$ cat config.mk
export PLATFORM = sky130hd
export DESIGN_NAME = pinirq_ctrl
export DESIGN_NICKNAME = d
export VERILOG_FILES = /design/src/rtl/pinirq_pkg.sv /design/src/rtl/pinirq_cfg.sv /design/src/rtl/pinirq_detect.sv /design/src/rtl/pinirq_flags.sv /design/src/rtl/pinirq_ctrl.sv
export SDC_FILE = /design/constraint.sdc
export NUM_CORES = 1
export LEC_CHECK = 0
export BUFFER_PORTS_ARGS = -buffer_cell sky130_fd_sc_hd__buf_2
export CORE_MARGIN = 5
export CORE_UTILIZATION = 35
export CTS_CLUSTER_DIAMETER = 120
export DETAILED_ROUTE_END_ITERATION = 10
export GPL_ROUTABILITY_DRIVEN = 0
export HOLD_SLACK_MARGIN = 0.02
export PLACE_DENSITY = 0.55
export REMOVE_ABC_BUFFERS = 1
export SLEW_MARGIN = 20
export SYNTH_ARGS = -nofsm -noshare
export SYNTH_HDL_FRONTEND = slang
export SYNTH_HIERARCHICAL = 1
export SYNTH_SLANG_ARGS = --single-unit
$ cat constraint.sdc
create_clock -name clk_i -period 2.35 [get_ports clk_i]
set_input_delay 0.3525 -clock clk_i [delete_from_list [all_inputs] [get_ports clk_i]]
set_output_delay 0.3525 -clock clk_i [all_outputs]
set_load 0.03 [all_outputs]
$ cat src/rtl/pinirq_pkg.sv
package pinirq_pkg;

  localparam int MODE_W = 4;

  typedef enum logic [MODE_W-1:0] {
    MODE_OFF  = 4'h0,
    MODE_LOW  = 4'h8,
    MODE_RISE = 4'h9,
    MODE_FALL = 4'hA,
    MODE_BOTH = 4'hB,
    MODE_HIGH = 4'hC
  } irq_mode_e;

  // True for the five codes that can raise a flag.
  function automatic logic mode_armed(input logic [MODE_W-1:0] mode);
    case (mode)
      MODE_LOW, MODE_RISE, MODE_FALL, MODE_BOTH, MODE_HIGH: return 1'b1;
      default:                                              return 1'b0;
    endcase
  endfunction

  // Condition for one pin, from its current and previous level.
  function automatic logic pin_event(input logic [MODE_W-1:0] mode,
                                     input logic cur, input logic prev);
    case (mode)
      MODE_LOW:  return ~cur;
      MODE_HIGH: return cur;
      MODE_RISE: return cur & ~prev;
      MODE_FALL: return ~cur & prev;
      MODE_BOTH: return cur ^ prev;
      default:   return 1'b0;
    endcase
  endfunction

endpackage

$ cat src/rtl/pinirq_cfg.sv
module pinirq_cfg
  import pinirq_pkg::*;
#(
  parameter int NUM_PINS = 32,
  localparam int IDX_W = $clog2(NUM_PINS)
) (
  input  logic                             clk_i,
  input  logic                             rst_ni,
  input  logic                             wr_en_i,
  input  logic [IDX_W-1:0]                 wr_idx_i,
  input  logic [MODE_W-1:0]                wr_mode_i,
  output logic [NUM_PINS-1:0][MODE_W-1:0]  mode_o,
  output logic [NUM_PINS-1:0]              armed_o
);

  for (genvar i = 0; i < NUM_PINS; i++) begin : g_pin
    always_ff @(posedge clk_i) begin
      if (!rst_ni) begin
        mode_o[i] <= MODE_OFF;
      end else if (wr_en_i && wr_idx_i == IDX_W'(i)) begin
        mode_o[i] <= wr_mode_i;
      end
    end
    assign armed_o[i] = mode_armed(mode_o[i]);
  end

endmodule

$ cat src/rtl/pinirq_detect.sv
module pinirq_detect
  import pinirq_pkg::*;
#(
  parameter int NUM_PINS = 32
) (
  input  logic                            clk_i,
  input  logic                            rst_ni,
  input  logic [NUM_PINS-1:0]             pin_i,
  input  logic [NUM_PINS-1:0][MODE_W-1:0] mode_i,
  output logic [NUM_PINS-1:0]             evt_o
);

  logic [NUM_PINS-1:0] pin_q;

  always_ff @(posedge clk_i) begin
    if (!rst_ni) pin_q <= '0;
    else         pin_q <= pin_i;
  end

  for (genvar i = 0; i < NUM_PINS; i++) begin : g_evt
    assign evt_o[i] = pin_event(mode_i[i], pin_i[i], pin_q[i]);
  end

endmodule

$ cat src/rtl/pinirq_flags.sv
module pinirq_flags #(
  parameter int NUM_PINS = 32
) (
  input  logic                clk_i,
  input  logic                rst_ni,
  input  logic [NUM_PINS-1:0] set_i,
  input  logic [NUM_PINS-1:0] clr_i,
  output logic [NUM_PINS-1:0] flags_o
);

  // A set in the same cycle as a clear wins.
  always_ff @(posedge clk_i) begin
    if (!rst_ni) flags_o <= '0;
    else         flags_o <= (flags_o & ~clr_i) | set_i;
  end

endmodule

$ cat src/rtl/pinirq_ctrl.sv
module pinirq_ctrl
  import pinirq_pkg::*;
#(
  parameter int NUM_PINS  = 32,
  parameter int ADDR_W    = 8,
  parameter int DATA_W    = 32,
  parameter int MODE_LSB  = 16,
  parameter int FLAG_ADDR = 'hA0
) (
  input  logic                clk_i,
  input  logic                rst_ni,
  input  logic                bus_sel_i,
  input  logic                bus_wr_i,
  input  logic [ADDR_W-1:0]   bus_addr_i,
  input  logic [DATA_W-1:0]   bus_wdata_i,
  output logic [DATA_W-1:0]   bus_rdata_o,
  input  logic [NUM_PINS-1:0] pin_i,
  output logic                irq_o
);

  localparam int IDX_W     = $clog2(NUM_PINS);
  localparam int CTRL_SPAN = NUM_PINS * 4;

  logic                            ctrl_hit, flag_hit, wr_stb;
  logic [IDX_W-1:0]                ctrl_idx;
  logic [NUM_PINS-1:0][MODE_W-1:0] pin_mode;
  logic [NUM_PINS-1:0]             mode_armed_v;
  logic [NUM_PINS-1:0]             pin_evt;
  logic [NUM_PINS-1:0]             clr_vec;
  logic [NUM_PINS-1:0]             flag_q;
  logic [1:0]                      unused_addr_lsb;

  assign wr_stb          = bus_sel_i & bus_wr_i;
  assign ctrl_hit        = bus_addr_i < ADDR_W'(CTRL_SPAN);
  assign flag_hit        = bus_addr_i == ADDR_W'(FLAG_ADDR);
  assign ctrl_idx        = bus_addr_i[IDX_W+1:2];
  assign unused_addr_lsb = bus_addr_i[1:0];
  assign clr_vec         = (wr_stb && flag_hit) ? bus_wdata_i[NUM_PINS-1:0] : '0;

  pinirq_cfg #(.NUM_PINS(NUM_PINS)) u_cfg (
    .clk_i     (clk_i),
    .rst_ni    (rst_ni),
    .wr_en_i   (wr_stb & ctrl_hit),
    .wr_idx_i  (ctrl_idx),
    .wr_mode_i (bus_wdata_i[MODE_LSB +: MODE_W]),
    .mode_o    (pin_mode),
    .armed_o   (mode_armed_v)
  );

  pinirq_detect #(.NUM_PINS(NUM_PINS)) u_det (
    .clk_i  (clk_i),
    .rst_ni (rst_ni),
    .pin_i  (pin_i),
    .mode_i (pin_mode),
    .evt_o  (pin_evt)
  );

  pinirq_flags #(.NUM_PINS(NUM_PINS)) u_flg (
    .clk_i   (clk_i),
    .rst_ni  (rst_ni),
    .set_i   (pin_evt),
    .clr_i   (clr_vec),
    .flags_o (flag_q)
  );

  always_comb begin
    bus_rdata_o = '0;
    if (ctrl_hit)      bus_rdata_o[MODE_LSB +: MODE_W] = pin_mode[ctrl_idx];
    else if (flag_hit) bus_rdata_o[NUM_PINS-1:0]       = flag_q;
  end

  assign irq_o = |flag_q;

endmodule

**After elaboration in Yosys (flattened, before gate mapping)**

Cells that the tools add are included.

- Register bits: 192
- Input bits: 76
- Output and inout bits: 33
- Logic and storage cells: 467

- Magnitude comparators: 2
- Equality and inequality tests: 192
- Mux-type cells: 39
- Bitwise logic cells: 165
- Reductions and logical operators: 35

Operator list:

| kind | count |
|---|---|
| 4-bit == test (second input constant) | 160 |
| 1-bit case mux with 5 select lines | 32 |
| 5-bit == test (second input constant) | 16 |
| 1-bit bitwise AND | 66 |
| 32-bit 2-to-1 mux | 2 |
| 1-bit NOT | 64 |
| 5-bit by 4-bit == test with 1-bit output (second input constant) | 8 |
| 1-bit logical AND | 33 |
| 32-bit bitwise AND | 1 |
| 32-bit NOT | 1 |
| 32-bit OR | 1 |
| 32-bit OR reduction | 1 |
| 1-bit bitwise XOR | 32 |
| 4-bit binary-select mux with 5-bit select | 1 |
| 5-bit by 3-bit == test with 1-bit output (second input constant) | 4 |
| 16-bit 2-to-1 mux | 1 |
| 12-bit 2-to-1 mux | 1 |
| 5-bit by 2-bit == test with 1-bit output (second input constant) | 2 |
| 8-bit == test (second input constant) | 1 |
| 8-bit less-than comparator (second input constant) | 1 |
| 4-bit 2-to-1 mux | 2 |
| 5-bit by 6-bit less-than comparator with 1-bit output (second input constant) | 1 |
| 5-bit by 1-bit == test with 1-bit output (second input constant) | 1 |
| 5-bit logical NOT | 1 |

**Depth between registers and ports, before layout**

Gate-level depths: netlist of run 1.

- Depth in word-level cells: 6
- Gate-level depth with buffers: 8
- Gate-level depth less buffers: 6

**By module**

Netlist of run 1, hierarchy kept.

By module, submodules not included:

| module | times used | cells an instance | area each (um2) | sequential area each (um2) |
|---|---|---|---|---|
| pinirq_cfg | 1 | 530 | 5165.0 | 2562.5 |
| pinirq_detect | 1 | 489 | 3702.3 | 640.6 |
| pinirq_ctrl | 1 | 184 | 1665.3 | 0.0 |
| pinirq_flags | 1 | 99 | 1114.8 | 640.6 |

**Worst setup path after synthesis of run 1**

OpenSTA, ideal clock, no wires.

- Path kind: in2out
- From: in bus_addr_i[3]
- To: out bus_rdata_o[19]
- Arrival: 2.168 ns
- Data required time: 1.997 ns
- Setup slack: -0.171 ns
- Stages on the path: 5
- Buffers on the path: 2
- Path through: buf_2 > buf_2 > mux4_2 > mux2i_1 > o311ai_0

- Word-level cells in the longest chain between the ends: 3
- Elaborated cells on any way between the ends: 6
- Classes of those cells: 1 x order compare; 1 x eq/ne; 4 x mux

RTL lines:

| element | RTL line | RTL |
|---|---|---|
| start, declared | pinirq_ctrl.sv:14 | `input logic [ADDR_W-1:0] bus_addr_i,` |
| 4-bit binary-select mux with 5-bit select / 8-bit == test (equally long branches) | pinirq_ctrl.sv:68, pinirq_ctrl.sv:35 |  |
| 4-bit 2-to-1 mux (implied by the code) / 32-bit 2-to-1 mux (equally long branches) | pinirq_ctrl.sv:68, pinirq_ctrl.sv:69 |  |
| 4-bit 2-to-1 mux (*) | pinirq_ctrl.sv:68 | `if (ctrl_hit) bus_rdata_o[MODE_LSB +: MODE_W] = pin_mode[ctrl_idx];` |
| end, declared | pinirq_ctrl.sv:16 | `output logic [DATA_W-1:0] bus_rdata_o,` |

Mark *: on every way between the ends. The rest lies on a longest branch, timed or not. The select of a mux whose other input is x is not followed.

**Final worst setup path of run 1**

- From: reg u_cfg/mode_o[14] in the netlist's numbering
- To: out bus_rdata_o[18]

- Word-level cells in the longest chain between the ends: 3

RTL lines:

| element | RTL line | RTL |
|---|---|---|
| start, declared | pinirq_cfg.sv:12 | `output logic [NUM_PINS-1:0][MODE_W-1:0] mode_o,` |
| start signal, assigned by index | pinirq_cfg.sv:21 | `mode_o[i] <= wr_mode_i;` |
| 4-bit binary-select mux with 5-bit select | pinirq_ctrl.sv:68 |  |
| 4-bit 2-to-1 mux (implied by the code) | pinirq_ctrl.sv:68 |  |
| 4-bit 2-to-1 mux | pinirq_ctrl.sv:68 |  |

No other way between the ends. The select of a mux whose other input is x is not followed.

==> results.py, run 1 <==
metrics = {
    "finish": {
        "drive_gt1_frac": 0.188,
        "diodes": 0,
        "multi_input_area_um2": 6710,
        "syn_to_final_growth_pct": 17.7,
        "ff_latch_area_um2": 3880,
        "nNetsFinal": 1507,
        "fill_cells": 3160,
    },
    "timing": {
        "finalMaxSlewViolations": 0,
        "setup_viol": 3,
        "fin_crit_ps": 2420,
        "setup_ws_ps": -68.5,
        "fin_crit_sh": 1.03,
        "max_slew_margin": 0.639,
        "clock-skew-final_ps": 10.0,
        "rsz0062_at_grt": "true",
        "fmax_mhz": 413,
        "finalSetupTns_ps": -101,
        "finalHoldViolations": 0,
        "tightestPinTransition_ps": 539,
    },
    "drt": {
        "via_count": 8993,
        "post_drt_wl_per_cell_um": 17.9,
        "drt_iter0_drc": 568,
        "via_per_inst": 5.05,
        "firstDrtPassIters": 7,
        "routed_wl_mm": 31.9,
        "drtAntennaViolNets": 0,
        "drc_errors": 0,
    },
    "global_route": {
        "grt_pass1_wl_mm": 49.1,
        "grt_max_degree": 57,
        "grt_pass1_vias": 8620,
        "antenna_found_initial": 4,
        "grt_overflow": 0,
        "grtUsageTotal": 0.173,
    },
    "floorplan": {
        "start_util": 0.356,
        "std_cell_rows": 65,
        "ios": 109,
        "die-width_um": 190,
        "die-area_um2": 35900,
        "coreArea_um2": 31700,
        "die_h_um": 190,
    },
    "critical_path": {
        "path_class": "register to output pin",
        "critical_path_required_ps": 2000,
        "critPathArrivalTime_ps": 2070,
        "crit_path_max_fanout": 4,
        "critPathLaunchType": "register",
        "critPathCaptureType": "output pin",
    },
    "job": {
        "cap_viol_max_count": 0,
    },
    "synth": {
        "avgSynthCellArea_um2": 9.12,
        "netlist_area_um2": 11300,
        "yosys_warnings": 6,
        "syn_inst": 1238,
    },
    "cts": {
        "worstSkewPairLatency_ps": 440,
        "htreeDepth": 4,
        "clk_pin_slew_ps": 70,
        "tritoncts": "yes",
        "hold_buffers": 0,
        "cts_root_buffer": "clkbuf_16",
        "cts_num_sinks": 192,
        "clockBufferDepth": 2,
        "numCtsBuffers": 17,
    },
    "outcome": {
        "status": "finished, violations left",
        "violations": "negative setup slack",
    },
    "pwr": {
        "powerDensity_nw_per_um2": 519,
        "vdd.ir_drop.worst_mv": 0.471,
        "finalPower_mw": 6.89,
        "p_leak_nw": 5.88,
    },
    "min_path": {
        "hold_class": "primary input to register",
    },
    "placement": {
        "place_hpwl_mm": 24.0,
        "pre_cts_slack_ps": -135,
        "placement.io_buffers": 108,
    },
}
final cells by class:
cell class              instances  share of cell area
repair buffers                164              0.0854
multi-input cells             868               0.505
clock buffers                  19              0.0326
well taps                     402              0.0379
inverters                     124              0.0350
clock inverters                13              0.0122
flip-flops and latches        192               0.292
report_power, final:
part           internal, mW  total (mW)  leakage (nW)  switching (mW)
clock network          1.68        3.01         0.292            1.33
registers              3.28        3.30          1.57          0.0227
logic                 0.235       0.578          4.02           0.343
total                  5.20        6.89          5.88            1.69
layer usage:
layer | up-vias | part of all wire | track usage
met1 | 4376 | 0.46 | 0.229
met3 | 24 | 0.039 | 0.0328
met4 | 4 | 0.013 | 0.0367
met2 | 145 | 0.48 | 0.297
li1 | 4444 | - | -
met5 | - | 0.00066 | 0
path summary, 6_finish.rpt:
kind                                                     from                            end  slack (ps)  depth (start not counted)
worst min-delay path                                pin_i[23]     u_det/pin_q[23]$_SDFF_PN0_         170                          2
worst max-delay path            u_cfg/mode_o[14]$_SDFFE_PN0P_                bus_rdata_o[18]         -70                          5
worst min register to register  u_cfg/mode_o[77]$_SDFFE_PN0P_  u_cfg/mode_o[77]$_SDFFE_PN0P_         490                          2
worst max register to register  u_cfg/mode_o[42]$_SDFFE_PN0P_   u_flg/flags_o[10]$_SDFF_PN0_         980                          4
cells in the final DEF, fill, tap and decap left out, types with 4 or more instances in the layout:
master / count
a32oi_1: 4
a32o_1: 26
buf_12: 6
buf_6: 9
a22oi_1: 4
or3_1: 4
dfxtp_1: 173
clkinv_2: 4
dfxtp_4: 5
clkbuf_4: 4
xnor2_1: 6
o21a_1: 32
nand2_1: 180
ha_1: 64
xor2_1: 26
mux2i_1: 170
and2_1: 93
clkbuf_16: 17
buf_2: 82
a22oi_2: 4
o2111ai_1: 6
nor2b_1: 49
mux2i_2: 4
nand4_1: 9
buf_4: 63
nor2_1: 54
mux4_2: 22
dfxtp_2: 14
nand3_1: 20
nor4_1: 7
inv_1: 124
o21ai_1: 26
nand3b_1: 26
through the flow:
| stage | utilization | std cells | cell area [µm²] | hold WS, ps |
|---|---|---|---|---|
| 4_1_cts | 0.417 | 1781 | 13200 | 157 |
| 3_5_place_dp | 0.391 | 1745 | 12400 | 484 |
| 6_report | 0.419 | 1782 | 13300 | 169 |
| 2_1_floorplan | - | 1184 | 10900 | 456 |
| 3_3_place_gp | 0.391 | 1745 | 12400 | 476 |
| 5_1_grt | 0.419 | 1782 | 13300 | 155 |
registers in the layout, summed over array words and instances (netlist names):
register	flops
u_cfg/mode_o	128
u_det/pin_q	32
u_flg/flags_o	32
worst max-delay path, stage by stage (launching register included):
cell and delay (ps):
dfxtp_4 370, mux4_2 490, a22oi_2 230, and3_4 230
o221ai_4 120, buf_6 180
repair_timing:
action,in CTS,in global routing
setup endpoints to repair,22,32
pin swaps,8,4
buffers inserted,5,1
gates cloned,0,0
resized for setup,63,18
No activity file was read; power rests on OpenSTA's default activity.
==> run 2, diff against run 1 <==
- CTS_BUF_LIST: not set -> sky130_fd_sc_hd__clkbuf_4
==> run 2 against run 1 <==
  * The flow still finishes with violations (negative setup slack)
  * Worst setup slack lost 130 ps
  * Sequential power barely moved
  * Clock skew grew 16 ps
  * Critical path depth unchanged
  * Total power shrank 15%
  * Global-route usage shrank 0.12 points
  * Register-to-register slack about the same
  * Flip-flop and latch count did not move
  * Wire length down 0.25%
  * Clock power fell by 35%
  * Maximum frequency down 5.2%
  * Critical endpoint is now bus_rdata_o[19]
  * Largest cell class unchanged
==> results.py, run 2 (synthesis gave the netlist of run 1 again) <==
metrics = {
    "outcome": {
        "status": "finished, violations left",
        "violations": "negative setup slack",
    },
    "timing": {
        "finalHoldViolations": 0,
        "clock-skew-final_ps": 26.3,
        "fin_crit_sh": 1.09,
        "setup_ws_ps": -201,
        "rsz0062_at_grt": "true",
        "max_slew_margin": 0.646,
        "fin_crit_ps": 2550,
        "finalMaxSlewViolations": 0,
        "tightestPinTransition_ps": 530,
        "fmax_mhz": 392,
        "setup_viol": 4,
    },
    "placement": {
        "placement.io_buffers": 108,
        "pre_cts_slack_ps": -135,
        "place_hpwl_mm": 24.0,
        "detailed_place.area_um2": 12400,
    },
    "global_route": {
        "grtUsageTotal": 0.172,
        "grt_max_degree": 57,
        "grt_pass1_wl_mm": 49.1,
        "antenna_found_initial": 5,
        "grt_pass1_vias": 8671,
        "grt_overflow": 0,
    },
    "drt": {
        "via_count": 9133,
        "drt_iter0_drc": 514,
        "drc_errors": 0,
        "firstDrtPassIters": 5,
        "drtAntennaViolNets": 0,
        "routed_wl_mm": 31.8,
        "post_drt_wl_per_cell_um": 17.6,
        "via_per_inst": 5.05,
    },
    "pwr": {
        "clkPwrFrac": 0.332,
        "pwr-share-seq": 0.564,
        "combPwrFrac": 0.104,
        "finalPower_mw": 5.87,
        "intPower_mw": 4.32,
        "swShare": 0.264,
        "p_leak_nw": 5.88,
        "vdd.ir_drop.worst_mv": 0.300,
        "switchingPower_mw": 1.55,
        "powerDensity_nw_per_um2": 441,
    },
    "floorplan": {
        "die_h_um": 190,
        "std_cell_rows": 65,
        "die-width_um": 190,
        "coreArea_um2": 31700,
        "ios": 109,
        "die-area_um2": 35900,
        "start_util": 0.356,
    },
    "finish": {
        "syn_to_final_growth_pct": 17.7,
        "final_cell_mix": "180 x nand2_1, 172 x mux2i_1, 169 x dfxtp_1, 124 x inv_1, 93 x and2_1",
        "drive_gt1_frac": 0.190,
        "nNetsFinal": 1534,
        "design_area_um2": 13300,
        "top_regs": "u_cfg/mode_o (128), u_det/pin_q (32), u_flg/flags_o (32)",
        "regMostFlops": "u_cfg/mode_o",
        "final_common_cell": "nand2_1",
        "largest_reg_flops": 128,
    },
    "cts": {
        "cts_root_buffer": "clkbuf_4",
        "worstSkewPairLatency_ps": 570,
        "tritoncts": "yes",
        "clk_pin_slew_ps": 150,
        "htreeDepth": 4,
        "cts_num_sinks": 192,
        "numCtsBuffers": 17,
        "clockBufferDepth": 2,
    },
    "critical_path": {
        "critPathLaunchType": "register",
        "crit_path_max_fanout": 2,
        "critPathCaptureType": "output pin",
        "path_class": "register to output pin",
        "critPathArrivalTime_ps": 2200,
        "critical_path_required_ps": 2000,
    },
    "job": {
        "cap_viol_max_count": 0,
    },
    "min_path": {
        "hold_class": "primary input to register",
    },
}
## run 2: cell types whose count changed in the layout (fill, tap and decap cells not counted), moves of 3 or more
cell,change
buf_2,-4
nor4_1,-4
dfxtp_2,+3
dfxtp_1,-4
dlygate4sd3_1,+27
nor4_2,+3
clkbuf_16,-17
clkbuf_4,+21
## run 2: power by group through the flow
stage,logic (mW),clock network [mW],registers [mW]
floorplan,0.239,0,3.38
global placement,0.553,0,3.38
detailed placement,0.565,0,3.39
CTS,0.613,2.02,3.31
global route,0.675,2.15,3.31
finish,0.610,1.95,3.31
## run 2: area by class of cell
cell class	count	area [µm²]
tap	402	503
antenna	1	2.50
multi-input combinational	868	6710
fill	3177	18400
inverter	124	465
sequential	192	3890
clock inverter	13	161
timing repair buffer	191	1420
clock buffer	19	143
## run 2: timing repair
item,4_1_cts,5_1_grt
buffers inserted,5,1
hold buffers,27,0
resized for setup,65,28
pin swaps,6,6
setup endpoints to repair,22,33
gates cloned,0,0
hold endpoints to repair,27,0
## run 2: final timing paths
| path | start | endpoint | slack, ps | cells after the start |
|---|---|---|---|---|
| min | pin_i[2] | u_det/pin_q[2]$_SDFF_PN0_ | 80 | 2 |
| max reg2reg | u_cfg/mode_o[42]$_SDFFE_PN0P_ | u_flg/flags_o[10]$_SDFF_PN0_ | 970 | 4 |
| min reg2reg | u_cfg/mode_o[107]$_SDFFE_PN0P_ | u_cfg/mode_o[107]$_SDFFE_PN0P_ | 500 | 2 |
| max | u_cfg/mode_o[111]$_SDFFE_PN0P_ | bus_rdata_o[19] | -200 | 5 |
## run 2: critical path, stage by stage, from the launching register on
cell	delay, ps
dfxtp_4	380
mux4_2	520
a22oi_2	190
a311o_1	260
o311ai_4	130
buf_6	180
## run 2: metal layers
layer,routed length [µm],vias to the layer above,track usage
li1,-,4492,-
met5,21,-,0
met1,14400,4405,0.229
met4,644,4,0.0431
met3,1460,24,0.0288
met2,15300,208,0.293
## run 2: through the flow
stage	hold slack [ps]	instances	TNS, ps	util
3_3_place_gp	476	1745	-695	0.391
5_1_grt	29.3	1810	-1110	0.419
3_5_place_dp	484	1745	-1130	0.391
6_report	81.2	1810	-674	0.419
4_1_cts	26.7	1808	-889	0.416
2_1_floorplan	456	1184	0	-
